<file path="config.mk">
export PLATFORM = sky130hd
export DESIGN_NAME = bldc_commutator
export DESIGN_NICKNAME = d
export VERILOG_FILES = /design/src/rtl/bldc_pkg.sv /design/src/rtl/bldc_hall_filter.sv /design/src/rtl/bldc_gate_drive.sv /design/src/rtl/bldc_commutator.sv
export SDC_FILE = /design/constraint.sdc
export NUM_CORES = 1
export LEC_CHECK = 0
export BUFFER_PORTS_ARGS = -buffer_cell sky130_fd_sc_hd__clkbuf_2
export CORE_ASPECT_RATIO = 1.25
export CORE_MARGIN = 10
export CORE_UTILIZATION = 58
export CTS_CLUSTER_DIAMETER = 150
export DETAILED_ROUTE_END_ITERATION = 10
export PLACE_DENSITY = 0.81
export SLEW_MARGIN = 15
export SYNTH_ARGS = -nofsm -noshare
export SYNTH_HDL_FRONTEND = slang
export SYNTH_HIERARCHICAL = 1
export SYNTH_SLANG_ARGS = --single-unit
</file>
<file path="constraint.sdc">
create_clock -name clk -period 3.9 [get_ports clk]
set_input_delay 0.39 -clock clk [delete_from_list [all_inputs] [get_ports clk]]
set_output_delay 0.39 -clock clk [all_outputs]
set_load 0.005 [all_outputs]
</file>
<file path="src/rtl/bldc_pkg.sv">
package bldc_pkg;
  localparam int PHASES = 3;

  // Strobes passed from the Hall control to the gate datapath
  typedef struct packed {
    logic                step;       // an accepted change of Hall code this cycle
    logic [PHASES-1:0]   hallState;  // currently accepted Hall code
  } hallStrobe_t;
endpackage

</file>
<file path="src/rtl/bldc_hall_filter.sv">
module bldc_hall_filter
  import bldc_pkg::*;
#(
  parameter int STABLE_CYCLES = 4
) (
  input  logic              clk,
  input  logic              rstN,
  input  logic [PHASES-1:0] hallIn,
  output hallStrobe_t       strobe
);
  localparam int CNT_W = (STABLE_CYCLES < 2) ? 1 : $clog2(STABLE_CYCLES + 1);
  localparam logic [CNT_W-1:0] LAST_CNT = CNT_W'(STABLE_CYCLES - 1);

  logic [PHASES-1:0] syncA, syncB, candCode, accCode;
  logic [CNT_W-1:0]  runCnt;
  logic              accept;

  // A candidate is accepted once it has stayed on syncB long enough
  always_comb accept = (syncB == candCode) && (candCode != accCode) && (runCnt == LAST_CNT);

  always_ff @(posedge clk or negedge rstN) begin
    if (!rstN) begin
      syncA    <= '0;
      syncB    <= '0;
      candCode <= '0;
      accCode  <= '0;
      runCnt   <= '0;
    end else begin
      syncA <= hallIn;
      syncB <= syncA;
      if (syncB != candCode) begin
        candCode <= syncB;
        runCnt   <= '0;
      end else if (candCode != accCode) begin
        if (accept) accCode <= candCode;
        else        runCnt  <= runCnt + 1'b1;
      end
    end
  end

  assign strobe.step      = accept;
  assign strobe.hallState = accCode;

  // a new accepted code must equal the synchronised value that completed its run
  p_accept_after_run_r2: assert property (@(posedge clk) disable iff (!rstN)
    (accCode != $past(accCode)) |-> ($past(syncB) == accCode && $past(runCnt) == LAST_CNT));

  // the step strobe and a change of the accepted code go together
  p_step_changes_code_r10: assert property (@(posedge clk) disable iff (!rstN)
    strobe.step |=> (accCode != $past(accCode)));
endmodule

</file>
<file path="src/rtl/bldc_gate_drive.sv">
module bldc_gate_drive
  import bldc_pkg::*;
(
  input  logic              clk,
  input  logic              rstN,
  input  hallStrobe_t       strobe,
  input  logic              enable,
  input  logic              pwmIn,
  input  logic              dirFwd,
  input  logic              brakeN,
  output logic [PHASES-1:0] gateHi,
  output logic [PHASES-1:0] gateLo,
  output logic              tachOut
);
  logic [PHASES-1:0] hiSel, loSel, hiNext, loNext;
  logic              codeValid;

  // Six-step table, forward sense: one phase sourcing, one sinking
  always_comb begin
    hiSel     = '0;
    loSel     = '0;
    codeValid = 1'b1;
    case (strobe.hallState)
      3'b001:  begin hiSel = 3'b001; loSel = 3'b010; end
      3'b011:  begin hiSel = 3'b001; loSel = 3'b100; end
      3'b010:  begin hiSel = 3'b010; loSel = 3'b100; end
      3'b110:  begin hiSel = 3'b010; loSel = 3'b001; end
      3'b100:  begin hiSel = 3'b100; loSel = 3'b001; end
      3'b101:  begin hiSel = 3'b100; loSel = 3'b010; end
      default: codeValid = 1'b0;
    endcase
  end

  for (genvar p = 0; p < PHASES; p++) begin : g_phase
    logic wantHi, wantLo;
    assign wantHi    = dirFwd ? hiSel[p] : loSel[p];
    assign wantLo    = dirFwd ? loSel[p] : hiSel[p];
    assign hiNext[p] = enable && brakeN && codeValid && pwmIn && wantHi;
    assign loNext[p] = enable && (!brakeN || (codeValid && wantLo));
  end

  always_ff @(posedge clk or negedge rstN) begin
    if (!rstN) begin
      gateHi  <= '0;
      gateLo  <= '0;
      tachOut <= 1'b0;
    end else begin
      gateHi  <= hiNext;
      gateLo  <= loNext;
      tachOut <= tachOut ^ strobe.step;
    end
  end

  p_no_shoot_r11: assert property (@(posedge clk) disable iff (!rstN)
    ((gateHi & gateLo) == '0) && $onehot0(gateHi));

  p_single_pair_r4: assert property (@(posedge clk) disable iff (!rstN)
    (enable && brakeN) |=> ($onehot0(gateHi) && $onehot0(gateLo)));

  p_pwm_chop_r6: assert property (@(posedge clk) disable iff (!rstN)
    (enable && brakeN && !pwmIn) |=> (gateHi == '0));

  p_invalid_off_r7: assert property (@(posedge clk) disable iff (!rstN)
    (brakeN && (strobe.hallState == 3'b000 || strobe.hallState == 3'b111))
      |=> (gateHi == '0 && gateLo == '0));

  p_brake_low_r8: assert property (@(posedge clk) disable iff (!rstN)
    (enable && !brakeN) |=> (gateLo == '1 && gateHi == '0));

  p_sleep_off_r9: assert property (@(posedge clk) disable iff (!rstN)
    !enable |=> (gateHi == '0 && gateLo == '0));

  p_tach_step_r10: assert property (@(posedge clk) disable iff (!rstN)
    !strobe.step |=> $stable(tachOut));
endmodule

</file>
<file path="src/rtl/bldc_commutator.sv">
module bldc_commutator
  import bldc_pkg::*;
#(
  parameter int STABLE_CYCLES = 4
) (
  input  logic       clk,
  input  logic       rstN,
  input  logic       enable,
  input  logic [2:0] hallIn,
  input  logic       pwmIn,
  input  logic       dirFwd,
  input  logic       brakeN,
  output logic [2:0] gateHi,
  output logic [2:0] gateLo,
  output logic       tachOut
);
  hallStrobe_t hallStb;

  bldc_hall_filter #(.STABLE_CYCLES(STABLE_CYCLES)) u_ctrl (
    .clk    (clk),
    .rstN   (rstN),
    .hallIn (hallIn),
    .strobe (hallStb)
  );

  bldc_gate_drive u_dp (
    .clk     (clk),
    .rstN    (rstN),
    .strobe  (hallStb),
    .enable  (enable),
    .pwmIn   (pwmIn),
    .dirFwd  (dirFwd),
    .brakeN  (brakeN),
    .gateHi  (gateHi),
    .gateLo  (gateLo),
    .tachOut (tachOut)
  );
endmodule

</file>
Word-level counts from Yosys, hierarchy flattened

Cells that the tools add are included.

Add/subtract/negate cells: 1
Equal/unequal tests: 11
Mux-type cells: 12
Bitwise logic cells: 2
Reductions and logical operators: 28

Operators by type and width:

| cell                  | number |
|---|---|
| $pmux W3 S3           | 2 |
| $logic_and A1 B1 Y1   | 14 |
| $reduce_or A2 Y1      | 6 |
| $eq A3 B2 Y1 const B  | 3 |
| $eq A3 B3 Y1 const B  | 3 |
| $mux W3               | 3 |
| $mux W1               | 7 |
| $ne A3 B3 Y1          | 2 |
| $reduce_or A6 Y1      | 1 |
| $add A3 B1 Y3 const B | 1 |
| $eq A3 B1 Y1 const B  | 1 |
| $eq A3 B3 Y1          | 1 |
| $logic_or A1 B1 Y1    | 3 |
| $reduce_and A3 Y1     | 1 |
| $ne A2 B2 Y1 const B  | 1 |
| $reduce_and A2 Y1     | 1 |
| $reduce_bool A2 Y1    | 1 |
| $logic_not A1 Y1      | 1 |
| $not A1 Y1            | 1 |
| $xor A1 B1 Y1         | 1 |

Register bits: 22
Input bits: 9
Output and inout bits: 7
Logic and storage cells: 62

Longest topological paths before layout

Gate-level depths: netlist of the first run.

Word-level depth: 7
Mapped depth: 6
Gate-level depth less buffers: 5

Modules after synthesis

Netlist of the first run, hierarchy kept.

Modules (own cells, without submodules):

| module           | instances | cells each | area each (µm²) | seq. area each (µm²) |
|---|---|---|---|---|
| bldc_hall_filter | 1         | 43         | 644.4           | 375.4 |
| bldc_gate_drive  | 1         | 39         | 414.1           | 175.2 |

Least setup slack after synthesis of the first run

Ideal clock, no wire load.

Path kind: reg2reg
Start point: reg u_ctrl.accCode[0]
End point: reg u_dp.gateHi[2]
Setup time: 0.077 ns
Arrival time: 1.461 ns
Required time: 3.823 ns
Setup slack: 2.361 ns
Cell stages (with the launch flop): 6
Buffers on the path: 0
Period minus slack after synthesis: 1.539 ns
Cells stage by stage: dfrtp_1 -> inv_1 -> ha_1 -> and2_2 -> a221o_1 -> a21oi_1

Cells in the longest elaborated chain, start to end: 6
Elaborated cells on any way between the ends: 20
Classes of those cells: eq/ne: 6; mux: 4; reduce/logical: 10

Ends and longest elaborated chain:

| item                                       | RTL line               | text |
|---|---|---|
| from (decl)                                | bldc_hall_filter.sv:14 | `logic [PHASES-1:0] syncA, syncB, candCode, accCode;` |
| from (signal assigned)                     | bldc_hall_filter.sv:35 | `if (accept) accCode <= candCode;` |
| $eq A3 B1 Y1, or another cell as far along | bldc_gate_drive.sv:23  | `case (strobe.hallState)` |
| $reduce_or A6 Y1 (no source line)          | -                      |  |
| $mux W1                                    | bldc_gate_drive.sv:23  |  |
| $logic_and A1 B1 Y1 (2 in a row)           | bldc_gate_drive.sv:38  | `assign hiNext[p] = enable && brakeN && codeValid && pwmIn && wantHi;` |
| $logic_and A1 B1 Y1 *                      | bldc_gate_drive.sv:38  |  |
| via u_dp.hiNext[2]                         | bldc_gate_drive.sv:15  | `logic [PHASES-1:0] hiSel, loSel, hiNext, loNext;` |
| to (signal assigned)                       | bldc_gate_drive.sv:48  | `gateHi <= hiNext;` |
| to (decl)                                  | bldc_gate_drive.sv:11  | `output logic [PHASES-1:0] gateHi,` |

Mark *: on every way through the listed nets, which the timed path passes. The rest lies on a longest branch.
A chain may end at the register's enable or synchronous reset.

Worst setup path in the final report of the first run

Ends and elaborated chain as after synthesis.

==> impl_summary.txt, run 1 <==
----------------------------------------------------
[Status]
  Outcome ... completed

[Final layout]
  Total Nets Final ... 110
  Area used by sequential logic in the layout ... 551 sq um
  Ratio of cells with drive above 1 in the final layout ... 0.302
  Area grow syn2layout ... 11.5%
  Commonest cells after routing, fill and taps aside ... 22 x dfrtp_1, 15 x clkbuf_2, 5 x mux2i_1
  # fillers ... 133
  Antenna Cells ... 0
  Area occupied by multi-input gates ... 463 sq um
  Most common cell after layout, fill and taps aside ... dfrtp_1

[Floorplan]
  Vertical die dimension ... 67.8 um
  Die area ... 3940 sq um
  Core footprint ... 1740 sq um
  Horizontal die dimension ... 58.2 um
  Initial Utilization ... 0.607
  Number of ports placed on the die boundary ... 16
  Standard-cell rows ... 17

[Pwr]
  Switching part of the total ... 0.206
  Cell internal pwr ... 0.354 mW
  Portion of total power attributed to sequential cells ... 0.542
  Net Switching ... 0.0921 mW
  Overall power ... 0.446 mW
  Leakage ... 0.550 nW
  Worst-case vdd ir drop ... 0.251 mV
  Relative contribution of combinational cells to total power ... 0.078
  Fraction of power consumed by the clock network ... 0.380
  Power Density ... 378 nW/um^2

[Clock network]
  Root buf cell ... clkbuf_4
  Hold buffers post-CTS ... 0
  Latest clock arrival within the worst-skew pair ... 300 ps
  Max Root-Sink Buffers ... 2
  Number of clock sinks ... 22
  Number of buffers created by CTS ... 3
  Number of setup buffers added after CTS ... 0
  CTS tree ... yes
  H-tree lvl count ... 1
  Clock slew seen by the registers of the worst setup and hold paths ... 110 ps
  Count of instances resized after the clock tree is built ... 0

[Timing]
  Final Hold Violating Endpoints ... 0
  Normalized max-slew margin ... 0.659
  Minimum period implied by the final worst setup slack ... 1750 ps
  Final Skew ... 0.813 ps
  Total negative setup slack ... 0 ps
  Highest clock frequency the design can meet ... 0.573 GHz
  Count of final max-slew check failures ... 0
  Setup repair after global routing missed its margin ... false
  Portion of the clock cycle consumed by the worst path in the final layout ... 0.448
  Setup violation total in the final timing report ... 0
  Slew at the pin with the worst max-slew slack ... 511 ps

[Setup path]
  Setup CP Type ... flop to flop
  Cell count of the worst reg-to-reg path ... 5
  Gate family responsible for the most delay along the worst path ... flip-flops
  Critical Path Sink Type ... flop
  CP max stage cell ... dfrtp_1
  Worst reg2reg endpoint ... u_dp/gateHi[2]$_DFF_PN0_
  Worst EP required ... 4140 ps
  Largest stage delay on the critical path ... 520 ps
  Cells traversed along the worst timing path ... inv_1 -> ha_1 -> and2_2 -> a221o_1 -> a21oi_1
  Maximum fanout encountered on the critical timing path ... 10
  Register-to-register path setup slack ... 2150 ps
  Sum of buffers and inverters on the critical path ... 1
  Critical Path Start Type ... flop
  Crit Reg-Reg Startpoint ... u_ctrl/accCode[0]$_DFFE_PN0P_
  Data arrival time of the worst path ... 1980 ps

[Drt]
  Final Routed Wirelength ... 1.76 mm
  Number of optimization iterations in the first detailed-route pass ... 4
  Detailed Route Iter0 Violations ... 25
  Post-route antenna net violation count ... 0
  Residual DRC count ... 0
  Total via count in the routed design ... 673
  Routed WL per cell ... 15.3 um
  Mean number of vias per cell ... 5.85

[Synthesis]
  Sequential element share of the synthesized area ... 0.520
  Yosys warning total ... 6
  Seq cells post-synth ... 22
  Syn Nets ... 95
  Area of the mapped netlist ... 1060 sq um
  Synthesized netlist cell count ... 82
  Number of distinct library cells after synthesis ... 34
  Synthesized area per cell ... 12.9 sq um

[GRT]
  Initial antenna violation count ... 0
  Largest net degree at the start of global routing ... 23
  Number of global-route vias before repair ... 751
  Congestion Overflow GR ... 0
  Total global-route track usage ... 0.101
  Wire length of the first global-routing pass ... 3.19 mm

[Place]
  Detailed Place HPWL ... 1.29 mm
  Routability congestion estimate ... 0.758
  Port buffer count ... 15

[Worst hold path]
  Worst hold path type ... input port to asynchronous set/reset pin

[Run]
  Count of maximum capacitance violations ... 0

----------------------------------------------------
## layout make-up
| cell class | count | share of cell area |
|---|---|---|
| Tap cell | 19 | 0.0201 |
| Inverter | 4 | 0.0127 |
| Timing Repair Buffer | 15 | 0.0636 |
| Clock buffer | 3 | 0.0191 |
| Clock inverter | 1 | 0.0255 |
| Sequential cell | 22 | 0.467 |
| Multi-Input combinational cell | 51 | 0.392 |
## power by group through the flow
stage          combinational, mW  clock (mW)  sequential (mW)
2_1_floorplan             0.0230           0            0.246
3_3_place_gp              0.0343           0            0.246
3_5_place_dp              0.0355           0            0.246
4_1_cts                   0.0357       0.174            0.242
5_1_grt                   0.0392       0.186            0.243
6_report                  0.0349       0.169            0.242
## worst max-delay path by stage
| stage | startpoint | end | slack, ps | cells after the start |
|---|---|---|---|---|
| 2_1_floorplan | u_ctrl/accCode[0]$_DFFE_PN0P_ | u_dp/gateHi[2]$_DFF_PN0_ | 2360 | 5 |
| 3_3_place_gp | u_ctrl/accCode[0]$_DFFE_PN0P_ | u_dp/gateHi[2]$_DFF_PN0_ | 2310 | 5 |
| 3_5_place_dp | u_ctrl/accCode[0]$_DFFE_PN0P_ | u_dp/gateHi[2]$_DFF_PN0_ | 2220 | 5 |
| 4_1_cts | u_ctrl/accCode[0]$_DFFE_PN0P_ | u_dp/gateHi[2]$_DFF_PN0_ | 2160 | 5 |
| 5_1_grt | u_ctrl/accCode[0]$_DFFE_PN0P_ | u_dp/gateHi[2]$_DFF_PN0_ | 2070 | 5 |
| 6_report | u_ctrl/accCode[0]$_DFFE_PN0P_ | u_dp/gateHi[2]$_DFF_PN0_ | 2150 | 5 |
## layer usage
| metal | part of all wire | GRT usage | vias to the layer above |
|---|---|---|---|
| met5 | 0 | 0 | - |
| met4 | 0.015 | 0.0588 | 0 |
| met3 | 0.069 | 0.0319 | 4 |
| met2 | 0.50 | 0.167 | 14 |
| met1 | 0.42 | 0.111 | 330 |
| li1 | - | - | 325 |
## state kept, by name, summed over array words and instances, names as in the netlist
name and flops:
u_dp/tachOut 1, u_ctrl/runCnt 3, u_dp/gateHi 3, u_ctrl/syncA 3
u_ctrl/candCode 3, u_dp/gateLo 3, u_ctrl/accCode 3, u_ctrl/syncB 3
## through the flow
stage          setup WS, ps  instances  hold slack (ps)   util  cell area (sq um)
2_1_floorplan          2360         82             94.4      -               1060
3_3_place_gp           2310        111              333  0.646               1130
3_5_place_dp           2220        111              335  0.646               1130
4_1_cts                2160        115             40.6  0.676               1180
5_1_grt                2070        115             46.3  0.676               1180
6_report               2150        115             30.1  0.676               1180
## cells by family after synthesis
kind of cell,after synthesis,synth area share
AOI/OAI and AO/OA,10,0.0768
xor gates and xnor gates,7,0.0792
adders and majority gates,4,0.0473
buffers and inverters,9,0.0426
DFF,22,0.520
muxes,8,0.0792
and+or+nand+nor,22,0.155
## cells in the mapped netlist
| library cell | instances | area (sq um) |
|---|---|---|
| dfrtp_1 | 22 | 551 |
| mux2i_1 | 5 | 50.1 |
| ha_1 | 4 | 50.1 |
| inv_1 | 4 | 15.0 |
| nand4_1 | 4 | 25.0 |
| clkbuf_1 | 3 | 11.3 |
| mux2_1 | 3 | 33.8 |
| nor2_1 | 3 | 11.3 |
| xnor2_1 | 3 | 26.3 |
| xnor2_2 | 3 | 48.8 |
| a21oi_1 | 2 | 10.0 |
| nand3b_1 | 2 | 15.0 |
| nand4b_1 | 2 | 17.5 |
| o21a_1 | 2 | 15.0 |
| a221o_1 | 1 | 10.0 |
| a221oi_1 | 1 | 8.76 |
| a222oi_1 | 1 | 10.0 |
| a31oi_1 | 1 | 6.26 |
| a31oi_2 | 1 | 12.5 |
| and2_2 | 1 | 7.51 |
| and2b_2 | 1 | 8.76 |
| and3b_2 | 1 | 10.0 |
| buf_4 | 1 | 7.51 |
| buf_6 | 1 | 11.3 |
| nand2b_1 | 1 | 6.26 |
| nand3_1 | 1 | 5.00 |
| nand4_4 | 1 | 21.3 |
| nor3_1 | 1 | 5.00 |
| nor3b_1 | 1 | 7.51 |
| o31a_1 | 1 | 8.76 |
| or2_2 | 1 | 6.26 |
| or2b_2 | 1 | 8.76 |
| or3b_1 | 1 | 8.76 |
| xor2_1 | 1 | 8.76 |
Note: power is estimated with default switching activity, not from simulation.
==> run 2, diff against run 1 <==
- CORE_UTILIZATION: 58 -> 49
- PLACE_DENSITY: 0.81 -> 0.73
- clock period: 3.9 -> 1.5 ns (I/O delays scaled with it)
==> impl_summary.txt, run 2 (same netlist as run 1, synthesis figures left out) <==
----------------------------------------------------
[Drt]
  Detailed Route Iter0 Violations ... 18 (-28%)
  Mean number of vias per cell ... 5.30 (-9.4%)
  Number of optimization iterations in the first detailed-route pass ... 4 (unchanged)
  Routed WL per cell ... 14.5 um (-5.2%)
  Final Routed Wirelength ... 1.87 mm (+6.4%)
  Post-route antenna net violation count ... 0 (unchanged)
  Total via count in the routed design ... 684 (+1.6%)
  Residual DRC count ... 0 (unchanged)

[Final layout]
  Area grow syn2layout ... 25.3%
  Total Nets Final ... 123 (+12%)
  Area used by sequential logic in the layout ... 552 sq um (+0.23%)
  # fillers ... 153 (+15%)
  Ratio of cells with drive above 1 in the final layout ... 0.385 (+0.0832)
  Most common cell after layout, fill and taps aside ... dfrtp_1
  Antenna Cells ... 0 (unchanged)
  Commonest cells after routing, fill and taps aside ... 21 x dfrtp_1, 15 x clkbuf_2, 7 x buf_4, 5 x mux2i_1
  Area occupied by multi-input gates ... 492 sq um (+6.2%)
  Final standard cell count with taps included and fillers excluded ... 129 (+12%)

[Pwr]
  Worst-case vdd ir drop ... 0.846 mV (+240%)
  Leakage ... 0.619 nW (+13%)
  Power Density ... 896 nW/um^2 (+140%)
  Overall power ... 1.19 mW (+170%)

[Floorplan]
  Die area ... 4430 sq um (+12%)
  Initial Utilization ... 0.522 (-0.0847)
  Standard-cell rows ... 18 (+1)
  Number of ports placed on the die boundary ... 16 (unchanged)
  Core footprint ... 2030 sq um (+16%)
  Horizontal die dimension ... 61.6 um (+5.8%)
  Vertical die dimension ... 72.0 um (+6.2%)

[Clock network]
  Root buf cell ... clkbuf_4
  Number of clock sinks ... 22 (unchanged)
  Latest clock arrival within the worst-skew pair ... 310 ps (about the same)
  CTS tree ... yes
  Max Root-Sink Buffers ... 2 (unchanged)
  Number of buffers created by CTS ... 3 (unchanged)
  H-tree lvl count ... 1 (unchanged)
  Clock slew seen by the registers of the worst setup and hold paths ... 110 ps (about the same)

[Status]
  Violations in the final reports ... negative setup slack
  Outcome ... finished with violations

[Place]
  Port buffer count ... 15 (unchanged)
  Routability congestion estimate ... 0.801 (+5.7%)
  Detailed Place HPWL ... 1.35 mm (+4.4%)
  Dpl cells ... 120 (+8.1%)

[Setup path]
  Maximum fanout encountered on the critical timing path ... 4 (-6)
  Setup CP Type ... flop to flop
  Critical Path Start Type ... flop
  Largest stage delay on the critical path ... 450 ps (-70 ps)
  Critical Path Sink Type ... flop
  CP max stage cell ... dfrtp_2
  Data arrival time of the worst path ... 1750 ps (-230 ps)
  Worst EP required ... 1740 ps (-2400 ps)
  Cells traversed along the worst timing path ... inv_2 -> ha_4 -> and2b_2 -> a221o_1 -> a21oi_2

[GRT]
  Wire length of the first global-routing pass ... 3.22 mm (+1.1%)
  Number of global-route vias before repair ... 755 (+0.53%)
  Total global-route track usage ... 0.0940 (-0.00662)
  Initial antenna violation count ... 0 (unchanged)
  Congestion Overflow GR ... 0 (unchanged)
  Largest net degree at the start of global routing ... 23 (unchanged)

[Timing]
  Setup slack after layout ... -11.4 ps (-2160 ps)
  Portion of the clock cycle consumed by the worst path in the final layout ... 1.01 (+0.560)
  Count of final max-slew check failures ... 0 (unchanged)
  Final Hold Slack ... 77.0 ps (+46.9 ps)
  Setup violation total in the final timing report ... 1 (+1)
  Slew at the pin with the worst max-slew slack ... 502 ps (-9.08 ps)
  Normalized max-slew margin ... 0.665 (+0.00605)
  Final Hold Violating Endpoints ... 0 (unchanged)
  Final Skew ... 2.16 ps (+1.35 ps)
  Highest clock frequency the design can meet ... 0.662 GHz (+16%)
  Minimum period implied by the final worst setup slack ... 1510 ps (-235 ps)
  Setup repair after global routing missed its margin ... true

[Run]
  Count of maximum capacitance violations ... 0 (unchanged)

[Worst hold path]
  Worst hold path type ... input port to flop

----------------------------------------------------
run 2: final timing paths:
kind | start | endpoint | slack, ps | depth (start not counted)
setup / recovery | u_ctrl/accCode[0]$_DFFE_PN0P_ | u_dp/gateHi[2]$_DFF_PN0_ | -10 | 5
hold / removal | enable | u_dp/gateLo[1]$_DFF_PN0_ | 80 | 2
setup reg to reg | u_ctrl/accCode[0]$_DFFE_PN0P_ | u_dp/gateHi[2]$_DFF_PN0_ | -10 | 5
hold reg to reg | u_ctrl/syncA[0]$_DFF_PN0_ | u_ctrl/syncB[0]$_DFF_PN0_ | 360 | 0
max in group asynchronous | rstN | u_ctrl/accCode[0]$_DFFE_PN0P_ | 810 | 2
min in group asynchronous | rstN | u_ctrl/runCnt[1]$_DFFE_PN0P_ | 330 | 2
run 2: per-stage QoR:
step | worst slack (ps) | area (sq um) | util | TNS [ps]
2_1_floorplan | 8.42 | 1060 | - | 0
3_3_place_gp | 23.8 | 1190 | 0.587 | 0
3_5_place_dp | -48.5 | 1190 | 0.587 | -55.0
4_1_cts | 2.50 | 1290 | 0.638 | 0
5_1_grt | -96.7 | 1330 | 0.654 | -245
6_report | -11.4 | 1330 | 0.654 | -11.4
run 2: area by class of cell:
cell class | instances | share of cell area
inverter | 4 | 0.0113
clock inverter | 1 | 0.0226
multi-input combinational | 51 | 0.371
timing repair buffer | 28 | 0.143
sequential | 22 | 0.416
tap | 20 | 0.0189
clock buffer | 3 | 0.0170
run 2: worst max-delay path: cells and delay by family (launching register included):
family	cells	cell delay, ps
flops	1	450
fa+ha+maj	1	190
buf+inv	1	70
compound gates	2	520
simple gates	1	210
run 2: timing repair:
| item | 4_1_cts | 5_1_grt |
|---|---|---|
| pin swaps | 1 | 7 |
| hold buffers | 4 | 0 |
| endpoints found under the setup margin | 4 | 7 |
| gates resized for setup | 1 | 7 |
| hold endpoints to repair | 25 | 0 |
| buffers inserted | 1 | 0 |
run 2: power breakdown:
group	total [mW]	internal, mW	switching (mW)
combinational	0.119	0.0594	0.0594
clock	0.440	0.270	0.170
sequential	0.629	0.613	0.0162
run 2: routing by layer:
metal	GRT usage	share of wire	up-vias
li1	-	-	350
met2	0.142	0.47	20
met5	0	0	-
met1	0.111	0.43	310
met3	0.0348	0.073	4
met4	0.0522	0.021	0
